File: src/rtl/skey_pkg.sv
package skey_pkg;
  typedef enum logic [1:0] {
    ACC_LOAD  = 2'd0,
    ACC_STORE = 2'd1,
    ACC_FETCH = 2'd2,
    ACC_RSVD  = 2'd3
  } acc_e;

  typedef enum logic [1:0] {
    ST_IDLE = 2'd0,
    ST_RD   = 2'd1,
    ST_WR   = 2'd2
  } upd_state_e;

  localparam int FLG_W       = 3;
  localparam int FLG_RD      = 0;
  localparam int FLG_WR      = 1;
  localparam int FLG_EX      = 2;
  localparam int KEY_REF_BIT = 2;
  localparam int KEY_CHG_BIT = 1;
endpackage

File: src/rtl/skey_array.sv
module skey_array #(
  parameter int NUM_PAGES = 64,
  parameter int KEY_W     = 7,
  localparam int IDX_W    = $clog2(NUM_PAGES)
) (
  input  logic             clk_i,
  input  logic             rst_ni,
  input  logic             host_we_i,
  input  logic [IDX_W-1:0] host_idx_i,
  input  logic [KEY_W-1:0] host_wkey_i,
  input  logic             upd_we_i,
  input  logic [IDX_W-1:0] upd_idx_i,
  input  logic [KEY_W-1:0] upd_key_i,
  input  logic [IDX_W-1:0] rd_idx_a_i,
  output logic [KEY_W-1:0] rd_key_a_o,
  output logic [KEY_W-1:0] rd_key_b_o
);
  import skey_pkg::*;

  logic [KEY_W-1:0] key_q [NUM_PAGES];
  logic             wr_en;
  logic [IDX_W-1:0] wr_idx;
  logic [KEY_W-1:0] wr_key;

  // host port wins the single write port
  always_comb begin
    wr_en  = host_we_i | upd_we_i;
    wr_idx = host_we_i ? host_idx_i  : upd_idx_i;
    wr_key = host_we_i ? host_wkey_i : upd_key_i;
  end

  for (genvar g = 0; g < NUM_PAGES; g++) begin : g_key
    always_ff @(posedge clk_i or negedge rst_ni) begin
      if (!rst_ni)                                 key_q[g] <= '0;
      else if (wr_en && wr_idx == IDX_W'(g))       key_q[g] <= wr_key;
    end
  end

  assign rd_key_a_o = key_q[rd_idx_a_i];
  assign rd_key_b_o = key_q[host_idx_i];

  AST_HOST_WINS: assert property (@(posedge clk_i) disable iff (!rst_ni)
    host_we_i |-> !upd_we_i);
  AST_UPD_HAS_REF: assert property (@(posedge clk_i) disable iff (!rst_ni)
    upd_we_i |-> upd_key_i[KEY_REF_BIT]);
endmodule

File: src/rtl/skey_calc.sv
module skey_calc #(
  parameter int KEY_W = 7
) (
  input  logic [KEY_W-1:0]           old_key_i,
  input  logic [1:0]                 acc_i,
  input  logic [skey_pkg::FLG_W-1:0] flags_i,
  output logic [KEY_W-1:0]           new_key_o,
  output logic [skey_pkg::FLG_W-1:0] flags_o
);
  import skey_pkg::*;

  logic is_store;

  always_comb begin
    is_store  = (acc_i == ACC_STORE);
    new_key_o = old_key_i;
    new_key_o[KEY_REF_BIT] = 1'b1;
    if (is_store) new_key_o[KEY_CHG_BIT] = 1'b1;
    flags_o = flags_i;
    // keep the entry write-protected until a store has marked the page
    if (!is_store && !old_key_i[KEY_CHG_BIT]) flags_o[FLG_WR] = 1'b0;
  end
endmodule

File: src/rtl/skey_seq.sv
module skey_seq #(
  parameter int KEY_W = 7,
  parameter int IDX_W = 6
) (
  input  logic                       clk_i,
  input  logic                       rst_ni,
  input  logic                       req_valid_i,
  input  logic                       req_in_range_i,
  input  logic [IDX_W-1:0]           req_idx_i,
  input  logic [1:0]                 req_acc_i,
  input  logic [skey_pkg::FLG_W-1:0] req_flags_i,
  input  logic                       host_we_i,
  input  logic [KEY_W-1:0]           calc_key_i,
  input  logic [skey_pkg::FLG_W-1:0] calc_flags_i,
  output logic [IDX_W-1:0]           cur_idx_o,
  output logic [1:0]                 cur_acc_o,
  output logic [skey_pkg::FLG_W-1:0] cur_flags_o,
  output logic                       upd_we_o,
  output logic [KEY_W-1:0]           upd_key_o,
  output logic                       done_o,
  output logic [skey_pkg::FLG_W-1:0] flags_o
);
  import skey_pkg::*;

  upd_state_e         state_q;
  logic [IDX_W-1:0]   idx_q;
  logic [1:0]         acc_q;
  logic [FLG_W-1:0]   flin_q;
  logic [KEY_W-1:0]   key_q;
  logic [FLG_W-1:0]   flout_q;
  logic [FLG_W-1:0]   flags_q;
  logic               done_q;

  always_ff @(posedge clk_i or negedge rst_ni) begin
    if (!rst_ni) begin
      state_q <= ST_IDLE;
      idx_q   <= '0;
      acc_q   <= '0;
      flin_q  <= '0;
      key_q   <= '0;
      flout_q <= '0;
      flags_q <= '0;
      done_q  <= 1'b0;
    end else begin
      done_q <= 1'b0;
      unique case (state_q)
        ST_IDLE: if (req_valid_i) begin
          idx_q  <= req_idx_i;
          acc_q  <= req_acc_i;
          flin_q <= req_flags_i;
          if (req_in_range_i) begin
            state_q <= ST_RD;
          end else begin
            done_q  <= 1'b1;
            flags_q <= req_flags_i;
          end
        end
        ST_RD: if (!host_we_i) begin
          key_q   <= calc_key_i;
          flout_q <= calc_flags_i;
          state_q <= ST_WR;
        end
        ST_WR: if (host_we_i) begin
          state_q <= ST_RD;
        end else begin
          done_q  <= 1'b1;
          flags_q <= flout_q;
          state_q <= ST_IDLE;
        end
        default: state_q <= ST_IDLE;
      endcase
    end
  end

  assign upd_we_o    = (state_q == ST_WR) && !host_we_i;
  assign upd_key_o   = key_q;
  assign cur_idx_o   = idx_q;
  assign cur_acc_o   = acc_q;
  assign cur_flags_o = flin_q;
  assign done_o      = done_q;
  assign flags_o     = flags_q;

  AST_DONE_PULSE: assert property (@(posedge clk_i) disable iff (!rst_ni)
    done_q |=> !done_q);
  AST_STORE_CHG: assert property (@(posedge clk_i) disable iff (!rst_ni)
    (upd_we_o && acc_q == ACC_STORE) |-> upd_key_o[KEY_CHG_BIT]);
  AST_FLAGS_NARROW: assert property (@(posedge clk_i) disable iff (!rst_ni)
    done_q |-> ((flags_q & ~flin_q) == '0));
  AST_STORE_FLAGS: assert property (@(posedge clk_i) disable iff (!rst_ni)
    (done_q && acc_q == ACC_STORE) |-> (flags_q == flin_q));
endmodule

File: src/rtl/skey_updater.sv
module skey_updater #(
  parameter int ADDR_W    = 16,
  parameter int PAGE_BITS = 8,
  parameter int NUM_PAGES = 64,
  parameter int KEY_W     = 7,
  parameter int MEM_BYTES = 12288,
  localparam int IDX_W    = $clog2(NUM_PAGES)
) (
  input  logic              clk_i,
  input  logic              rst_ni,
  input  logic              req_valid_i,
  input  logic [ADDR_W-1:0] req_addr_i,
  input  logic [1:0]        req_acc_i,
  input  logic [2:0]        req_flags_i,
  output logic [2:0]        flags_o,
  output logic              done_o,
  input  logic              host_we_i,
  input  logic [IDX_W-1:0]  host_idx_i,
  input  logic [KEY_W-1:0]  host_wkey_i,
  output logic [KEY_W-1:0]  host_rkey_o
);
  import skey_pkg::*;

  localparam logic [ADDR_W:0] MEM_LIM = (ADDR_W+1)'(MEM_BYTES);

  logic             req_in_range;
  logic [IDX_W-1:0] req_idx;
  logic [IDX_W-1:0] cur_idx;
  logic [1:0]       cur_acc;
  logic [FLG_W-1:0] cur_flags;
  logic [KEY_W-1:0] old_key;
  logic [KEY_W-1:0] calc_key;
  logic [FLG_W-1:0] calc_flags;
  logic             upd_we;
  logic [KEY_W-1:0] upd_key;

  assign req_in_range = ({1'b0, req_addr_i} < MEM_LIM);
  assign req_idx      = req_addr_i[PAGE_BITS +: IDX_W];

  skey_seq #(.KEY_W(KEY_W), .IDX_W(IDX_W)) u_seq (
    .clk_i, .rst_ni, .req_valid_i,
    .req_in_range_i (req_in_range),
    .req_idx_i      (req_idx),
    .req_acc_i, .req_flags_i, .host_we_i,
    .calc_key_i     (calc_key),
    .calc_flags_i   (calc_flags),
    .cur_idx_o      (cur_idx),
    .cur_acc_o      (cur_acc),
    .cur_flags_o    (cur_flags),
    .upd_we_o       (upd_we),
    .upd_key_o      (upd_key),
    .done_o, .flags_o
  );

  skey_calc #(.KEY_W(KEY_W)) u_calc (
    .old_key_i (old_key),
    .acc_i     (cur_acc),
    .flags_i   (cur_flags),
    .new_key_o (calc_key),
    .flags_o   (calc_flags)
  );

  skey_array #(.NUM_PAGES(NUM_PAGES), .KEY_W(KEY_W)) u_array (
    .clk_i, .rst_ni, .host_we_i, .host_idx_i, .host_wkey_i,
    .upd_we_i   (upd_we),
    .upd_idx_i  (cur_idx),
    .upd_key_i  (upd_key),
    .rd_idx_a_i (cur_idx),
    .rd_key_a_o (old_key),
    .rd_key_b_o (host_rkey_o)
  );

  AST_OOR_DONE: assert property (@(posedge clk_i) disable iff (!rst_ni)
    (req_valid_i && !req_in_range && u_seq.state_q == ST_IDLE) |=> done_o);
endmodule

File: config.mk
export PLATFORM = sky130hd
export DESIGN_NAME = skey_updater
export DESIGN_NICKNAME = d
export VERILOG_FILES = /design/src/rtl/skey_pkg.sv /design/src/rtl/skey_array.sv /design/src/rtl/skey_calc.sv /design/src/rtl/skey_seq.sv /design/src/rtl/skey_updater.sv
export SDC_FILE = /design/constraint.sdc
export NUM_CORES = 1
export LEC_CHECK = 0
export BUFFER_PORTS_ARGS = -buffer_cell sky130_fd_sc_hd__buf_4
export CAP_MARGIN = 20
export CELL_PAD_IN_SITES_DETAIL_PLACEMENT = 1
export CELL_PAD_IN_SITES_GLOBAL_PLACEMENT = 1
export CORE_UTILIZATION = 40
export DETAILED_ROUTE_END_ITERATION = 6
export PLACE_DENSITY = 0.76
export SYNTH_ARGS = -nofsm -noshare
export SYNTH_HDL_FRONTEND = slang
export SYNTH_SLANG_ARGS = --single-unit
File: constraint.sdc
create_clock -name clk_i -period 3.5 [get_ports clk_i]
set_input_delay 0.7 -clock clk_i [delete_from_list [all_inputs] [get_ports clk_i]]
set_output_delay 0.7 -clock clk_i [all_outputs]
set_load 0.01 [all_outputs]
==> flow_summary.json, run 1 <==
{
  "report.final.setup_viol": 3,
  "min_period_ps": 3526,
  "dieArea_um2": 63160,
  "first_iter_violations": 2092,
  "gp_congestion": 0.9948,
  "syn_avg_cell_area_um2": 12.95,
  "port-buffer-count": 40,
  "r2r_start": "u_seq.cur_idx_o[0]",
  "swShare_pct": 34.86,
  "insertion_delay_ps": 620,
  "grt-ovfl-total": 0,
  "finalHoldViolations": 0,
  "vias_per_cell": 6.349,
  "pwr-share-seq_pct": 40.5,
  "cts-root-buf": "clkbuf_16",
  "crit_chain": "mux4_2 -> mux4_2 -> nor2b_4 -> a211oi_2 -> buf_4 -> a31oi_4 -> buf_6",
  "route.detailed.drc": 0,
  "synth_edf_count": 0,
  "fin_total_pwr_w": 0.02237,
  "switchingPower_w": 0.007799,
  "fin_area_um2": 28900,
  "p_comb_share_pct": 32.2,
  "rows": 91,
  "ys_types": 47,
  "cp.arrival_ps": 2830,
  "crit_fanout": 3,
  "drt_first_pass_iters": 7,
  "yosysWarnings": 0,
  "syn_to_final_growth_pct": 16.23,
  "hp-class": "in2async",
  "p_leak_nw": 12.60,
  "path_clk_slew_ps": 60,
  "synthCells": 1920,
  "clk_path_buf_depth": 3,
  "end_kind": "output pin",
  "worstMarginPinSlew_ps": 1112,
  "rsz0062_at_grt": "yes",
  "fp.dieH_um": 251.3,
  "final.setup.worst_slack_ps": -26.30,
  "hpwl_um": 59960,
  "irDropWorstVdd_mv": 0.3475,
  "clkPwrFrac_pct": 27.3,
  "powerDensity_nw_per_um2": 774.2,
  "clock_sinks": 475,
  "fin_nets": 2028,
  "layout_common_cells": "dfrtp_1 (471), mux2_2 (289), mux4_2 (189)",
  "final_common_cell": "dfrtp_1",
  "path_class": "reg2out",
  "placeableCoreArea_um2": 61600,
  "die-width_um": 251.3,
  "cts_hold_buf": 0,
  "yosys_register_bits": 475,
  "slew-limit-headroom_pct": 25.84,
  "initial_core_util_pct": 40.36,
  "cts_buffers": 50,
  "antenna_found_initial": 1,
  "fillers": 6188,
  "placed_cell_area_um2": 26730,
  "fin_crit_sh_pct": 100.8,
  "multi_input_area_um2": 12280,
  "grt_pass1_wl_um": 132800,
  "layout-drive-gt1-share_pct": 39.98,
  "critPathLaunchType": "register",
  "cts_tree": "built",
  "regArea_um2": 11900,
  "yosysSeqAreaShare_pct": 47.81,
  "utilization_pct": 46.92,
  "netlist_area_um2": 24860,
  "synth_nets": 1958,
  "wl_per_cell_um": 30.79,
  "num_vias": 18210,
  "violations": "setup timing",
  "grt_pass1_vias": 19210,
  "fmax_mhz": 283.6,
  "finalClockSkew_ps": 31.73,
  "cp_data_required_time_ps": 2800,
  "postRouteWirelength_um": 88310,
  "drv_slew": 0,
  "antenna_left": 0,
  "p_int_w": 0.01457,
  "antenna_cells": 0,
  "synth_flop_cell": "dfrtp_1",
  "ioPinCount": 49,
  "cts_max_level": 2,
  "async_reset_ff_share_pct": 100.0,
  "max_stage_delay_ps": 490,
  "cap_violations": 0,
  "grt_max_degree": 116,
  "grt_util_all_layers_pct": 28.44,
  "worst_path_max_delay_cell": "mux4_2",
  "status": "finished, violations left",
  "crit_top_cell": "mux4_2",
  "crit_start": "u_array.key_q[447]"
}
state kept, by name, indices dropped and copies added, names as in the netlist, 2 cells and up:
name / flops
u_array.key_q: 448
u_seq.cur_acc_o: 2
u_seq.cur_flags_o: 3
u_seq.cur_idx_o: 6
u_seq.flags_o: 3
u_seq.flout_q: 3
u_seq.state_q: 2
u_seq.upd_key_o: 7
worst max-delay path: cells and delay by family (launching register included):
| family | cells | cell delay [ps] |
|---|---|---|
| AOI/OAI and AO/OA | 2 | 310 |
| buffers and inverters | 2 | 360 |
| DFF | 1 | 420 |
| muxes | 2 | 980 |
| and+or+nand+nor | 1 | 150 |
cells in the mapped netlist (all sizes together) (21+ instances only):
library cell,count,area (um^2)
buf,82,510.5
o22ai,26,162.7
mux4,208,4782
nor3,55,415.4
a21oi,157,785.8
nor2,181,686.9
nand2,109,409.1
o21ai,84,420.4
mux2i,28,280.3
mux2,289,3254
nand3,21,105.1
clkbuf,86,330.3
dfrtp,475,11890
power groups by stage:
stage	clock [W]	combinational [W]	sequential, W
final	0.00611	0.00720	0.00906
after global routing	0.00635	0.00759	0.00923
after CTS	0.00617	0.00707	0.00896
after detailed placement	0	0.00690	0.00900
after global placement	0	0.00660	0.00879
after floorplan	0	0.00481	0.00823
cell type report:
cell class              count  share of cell area, %
clock buffers              72                  5.217
clock inverters            21                  1.264
inverters                   8                 0.1039
multi-input cells        1269                  42.49
flip-flops and latches    475                  41.17
well taps                 837                  3.624
repair buffers            186                  6.131
metrics by stage:
stage	instances	TNS (ps)	hold slack [ps]	setup WS (ps)
3_5_place_dp	2764	-2307	468.5	-507.3
6_report	2868	-29.92	71.14	-26.30
5_1_grt	2868	-89.55	119.7	-41.34
3_3_place_gp	2764	-1991	451.2	-458.8
2_1_floorplan	1920	0	404.4	283.1
4_1_cts	2865	0	80.74	3.422
routing by layer:
layer	up-vias	wire [um]	GRT usage, %	share of wire [%]
li1	7340	-	-	-
met1	9730	34700	36.59	39
met2	902	41560	45.12	47
met3	236	7367	7.093	8.3
met4	2	4678	13.54	5.3
met5	-	8	0	0.0091
cell families after synthesis:
logic type             after synthesis  share of synthesized area (%)
multiplexers                       525                          33.45
flip-flops                         475                          47.81
XOR/XNOR                             1                        0.03523
AO/OA/AOI/OAI                      326                          7.327
AND/OR/NAND/NOR                    417                          7.876
buffers and inverters              176                          3.503
path summary, 6_finish.rpt:
path,slack (ps),depth (start not counted),end
worst max-delay path,-30,7,host_rkey_o[6]
worst min-delay path,70,1,u_array.key_q[163]
worst max register to register,410,6,u_seq.upd_key_o[3]
worst min register to register,480,2,u_seq.flout_q[0]
max in group asynchronous,2280,2,u_array.key_q[341]
min in group clk_i,300,3,u_seq.cur_acc_o[1]
what timing repair did:
item | in CTS | in global routing
gates resized for setup | 31 | 14
gates cloned | 4 | 0
pin swaps | 3 | 2
endpoints found under the setup margin | 7 | 6
buffers inserted | 4 | 0
(Power assumes the default switching activity.)
==> run 2: changes to the inputs <==
--- a/config.mk
+++ b/config.mk
@@ -11,6 +11,7 @@
 export CELL_PAD_IN_SITES_GLOBAL_PLACEMENT = 1
 export CORE_UTILIZATION = 40
 export DETAILED_ROUTE_END_ITERATION = 6
+export MAX_ROUTING_LAYER = met4
 export PLACE_DENSITY = 0.76
 export SYNTH_ARGS = -nofsm -noshare
 export SYNTH_HDL_FRONTEND = slang
==> run 2 against run 1 <==
  * The flow still finishes with violations (setup timing)
  * Register-to-register slack worse by 70 ps
  * Critical path depth up 1
  * Sequential share of layout area up 0.18 points
  * Routed wire length down 1.8%
  * Non-clock buffer count down 7
  * Largest cell class unchanged
  * Combinational power down 1%
  * Sequential power about the same
==> flow_summary.json, run 2 (same netlist as run 1, synthesis figures left out) <==
{
  "status": "finished, violations left",
  "violations": "setup timing",
  "route.detailed.drc": 0,
  "crit_fanout": 6,
  "ff2ff_path_depth": 6,
  "postRouteWirelength_um": 86760,
  "dieArea_um2": 63160,
  "rows": 91,
  "path_class": "in2out",
  "grt_pass1_vias": 19170,
  "syn_to_final_growth_pct": 15.73,
  "drt_first_pass_iters": 5,
  "top_register": "u_array.key_q",
  "clkPwrFrac_pct": 26.9,
  "tns_ps": -44.46,
  "initial_core_util_pct": 40.36,
  "placeableCoreArea_um2": 61600,
  "fmax_mhz": 282.6,
  "final_common_cell": "dfrtp_1",
  "grt_util_all_layers_pct": 28.81,
  "antenna_left": 0,
  "fp.dieH_um": 251.3,
  "swShare_pct": 34.66,
  "wl_per_cell_um": 30.30,
  "p_leak_nw": 12.58,
  "worstMarginPinSlew_ps": 1032,
  "p_comb_share_pct": 32.2,
  "path_clk_slew_ps": 60,
  "cap_violations": 0,
  "vias_per_cell": 6.265,
  "cp_data_required_time_ps": 2800,
  "end_kind": "output pin",
  "cts_max_level": 2,
  "report.final.setup_viol": 2,
  "rrSetupSlack_ps": 340,
  "cts_hold_buf": 0,
  "met2_usage_pct": 45.03,
  "cts-root-buf": "clkbuf_16",
  "insertion_delay_ps": 600,
  "crit_start": "host_idx_i[0]",
  "grt_use_met3_pct": 6.016,
  "rsz0062_at_grt": "yes",
  "switchingPower_w": 0.007649,
  "port-buffer-count": 40,
  "placed_cell_area_um2": 26650,
  "grt_pass1_wl_um": 129900,
  "gp_congestion": 0.9913,
  "largest_reg_flops": 448,
  "slew-limit-headroom_pct": 30.81,
  "die-width_um": 251.3,
  "powerDensity_nw_per_um2": 767.0,
  "drv_slew": 0,
  "layout-drive-gt1-share_pct": 39.59,
  "finalHoldViolations": 0,
  "irDropWorstVdd_mv": 0.3834,
  "finalClockSkew_ps": 14.14,
  "fin_nets": 2022,
  "num_vias": 17940,
  "rr_endpoint": "u_seq.upd_key_o[4]",
  "layout_common_cells": "dfrtp_1 (470), mux2_2 (289), mux4_2 (187)",
  "antenna_found_initial": 0,
  "min_period_ps": 3538,
  "fin_area_um2": 28770,
  "grt-ovfl-total": 0,
  "cts_buffers": 51,
  "clock_sinks": 475,
  "cp.arrival_ps": 2840,
  "clk_path_buf_depth": 3,
  "final.setup.worst_slack_ps": -38.12,
  "cts_tree": "built",
  "fin_crit_sh_pct": 101.1,
  "crit_end": "host_rkey_o[2]",
  "grt_max_degree": 88,
  "use_met1_pct": 36.68,
  "critPathLaunchType": "primary input",
  "utilization_pct": 46.71,
  "first_iter_violations": 1888,
  "pwr-share-seq_pct": 40.9,
  "hpwl_um": 59250,
  "p_int_w": 0.01442,
  "r2r_start": "u_seq.cur_idx_o[0]",
  "ioPinCount": 49,
  "grt_busiest_layer": "met2",
  "antenna_cells": 0,
  "hp-class": "in2async"
}
==> run 2: cell count changes in the layout (fill, tap and decap cells not counted), sizes merged <==
cell      before  now
clkinv         7   16
buf          186  177
clkinvlp       4    1
bufbuf         0    1
bufinv        10    9
clkbuf        72   70
==> run 2: how the worst min path moves through the flow <==
stage	start	slack (ps)	depth (start not counted)	endpoint
2_1_floorplan	rst_ni	400	0	u_array.key_q[0]
3_3_place_gp	u_seq.cur_flags_o[2]	450	2	u_seq.flout_q[2]
3_5_place_dp	u_seq.cur_flags_o[2]	460	2	u_seq.flout_q[2]
4_1_cts	rst_ni	70	1	u_array.key_q[164]
5_1_grt	rst_ni	80	1	u_array.key_q[143]
6_report	rst_ni	70	1	u_array.key_q[164]
==> run 2: area by class of cell <==
| type | count | area [um^2] |
|---|---|---|
| inverters | 8 | 30.03 |
| fillers | 6175 | 32820 |
| well taps | 837 | 1047 |
| clock inverters | 26 | 357.8 |
| multi-input cells | 1269 | 12250 |
| clock buffers | 69 | 1466 |
| repair buffers | 179 | 1729 |
| flip-flops and latches | 475 | 11900 |
==> run 2: power groups by stage <==
stage | logic, W | clock network, W | registers [W]
detailed placement | 0.00684 | 0 | 0.00899
global placement | 0.00655 | 0 | 0.00879
finish | 0.00711 | 0.00593 | 0.00903
global route | 0.00750 | 0.00621 | 0.00922
floorplan | 0.00481 | 0 | 0.00823
CTS | 0.00697 | 0.00602 | 0.00895
==> run 2: repair_timing <==
item | in CTS | in global routing
endpoints found under the setup margin | 7 | 5
pin swaps | 2 | 4
resized for setup | 21 | 12
setup buffers | 2 | 6
gates cloned | 3 | 1
==> run 2: per-stage QoR <==
stage / std cells / hold slack (ps) / total power, W / worst slack, ps
2_1_floorplan: 1920 / 404.4 / 0.01304 / 283.1
3_3_place_gp: 2754 / 448.4 / 0.01535 / -246.6
3_5_place_dp: 2755 / 458.3 / 0.01583 / -239.3
4_1_cts: 2855 / 67.61 / 0.02194 / 6.769
5_1_grt: 2863 / 80.82 / 0.02292 / -9.526
6_report: 2863 / 66.34 / 0.02207 / -38.12
==> run 2: routing by layer <==
metal / wire length, um / share of wire (%)
met5: 0 / 0
met3: 6921 / 8.0
met4: 3805 / 4.4
met2: 41560 / 48
met1: 34470 / 40
==> run 2: critical path, cell delays in order <==
cell,delay [ps]
buf_16,150
buf_12,150
buf_12,110
mux4_1,640
mux4_2,510
nand2_1,200
a31oi_1,190
buf_4,190
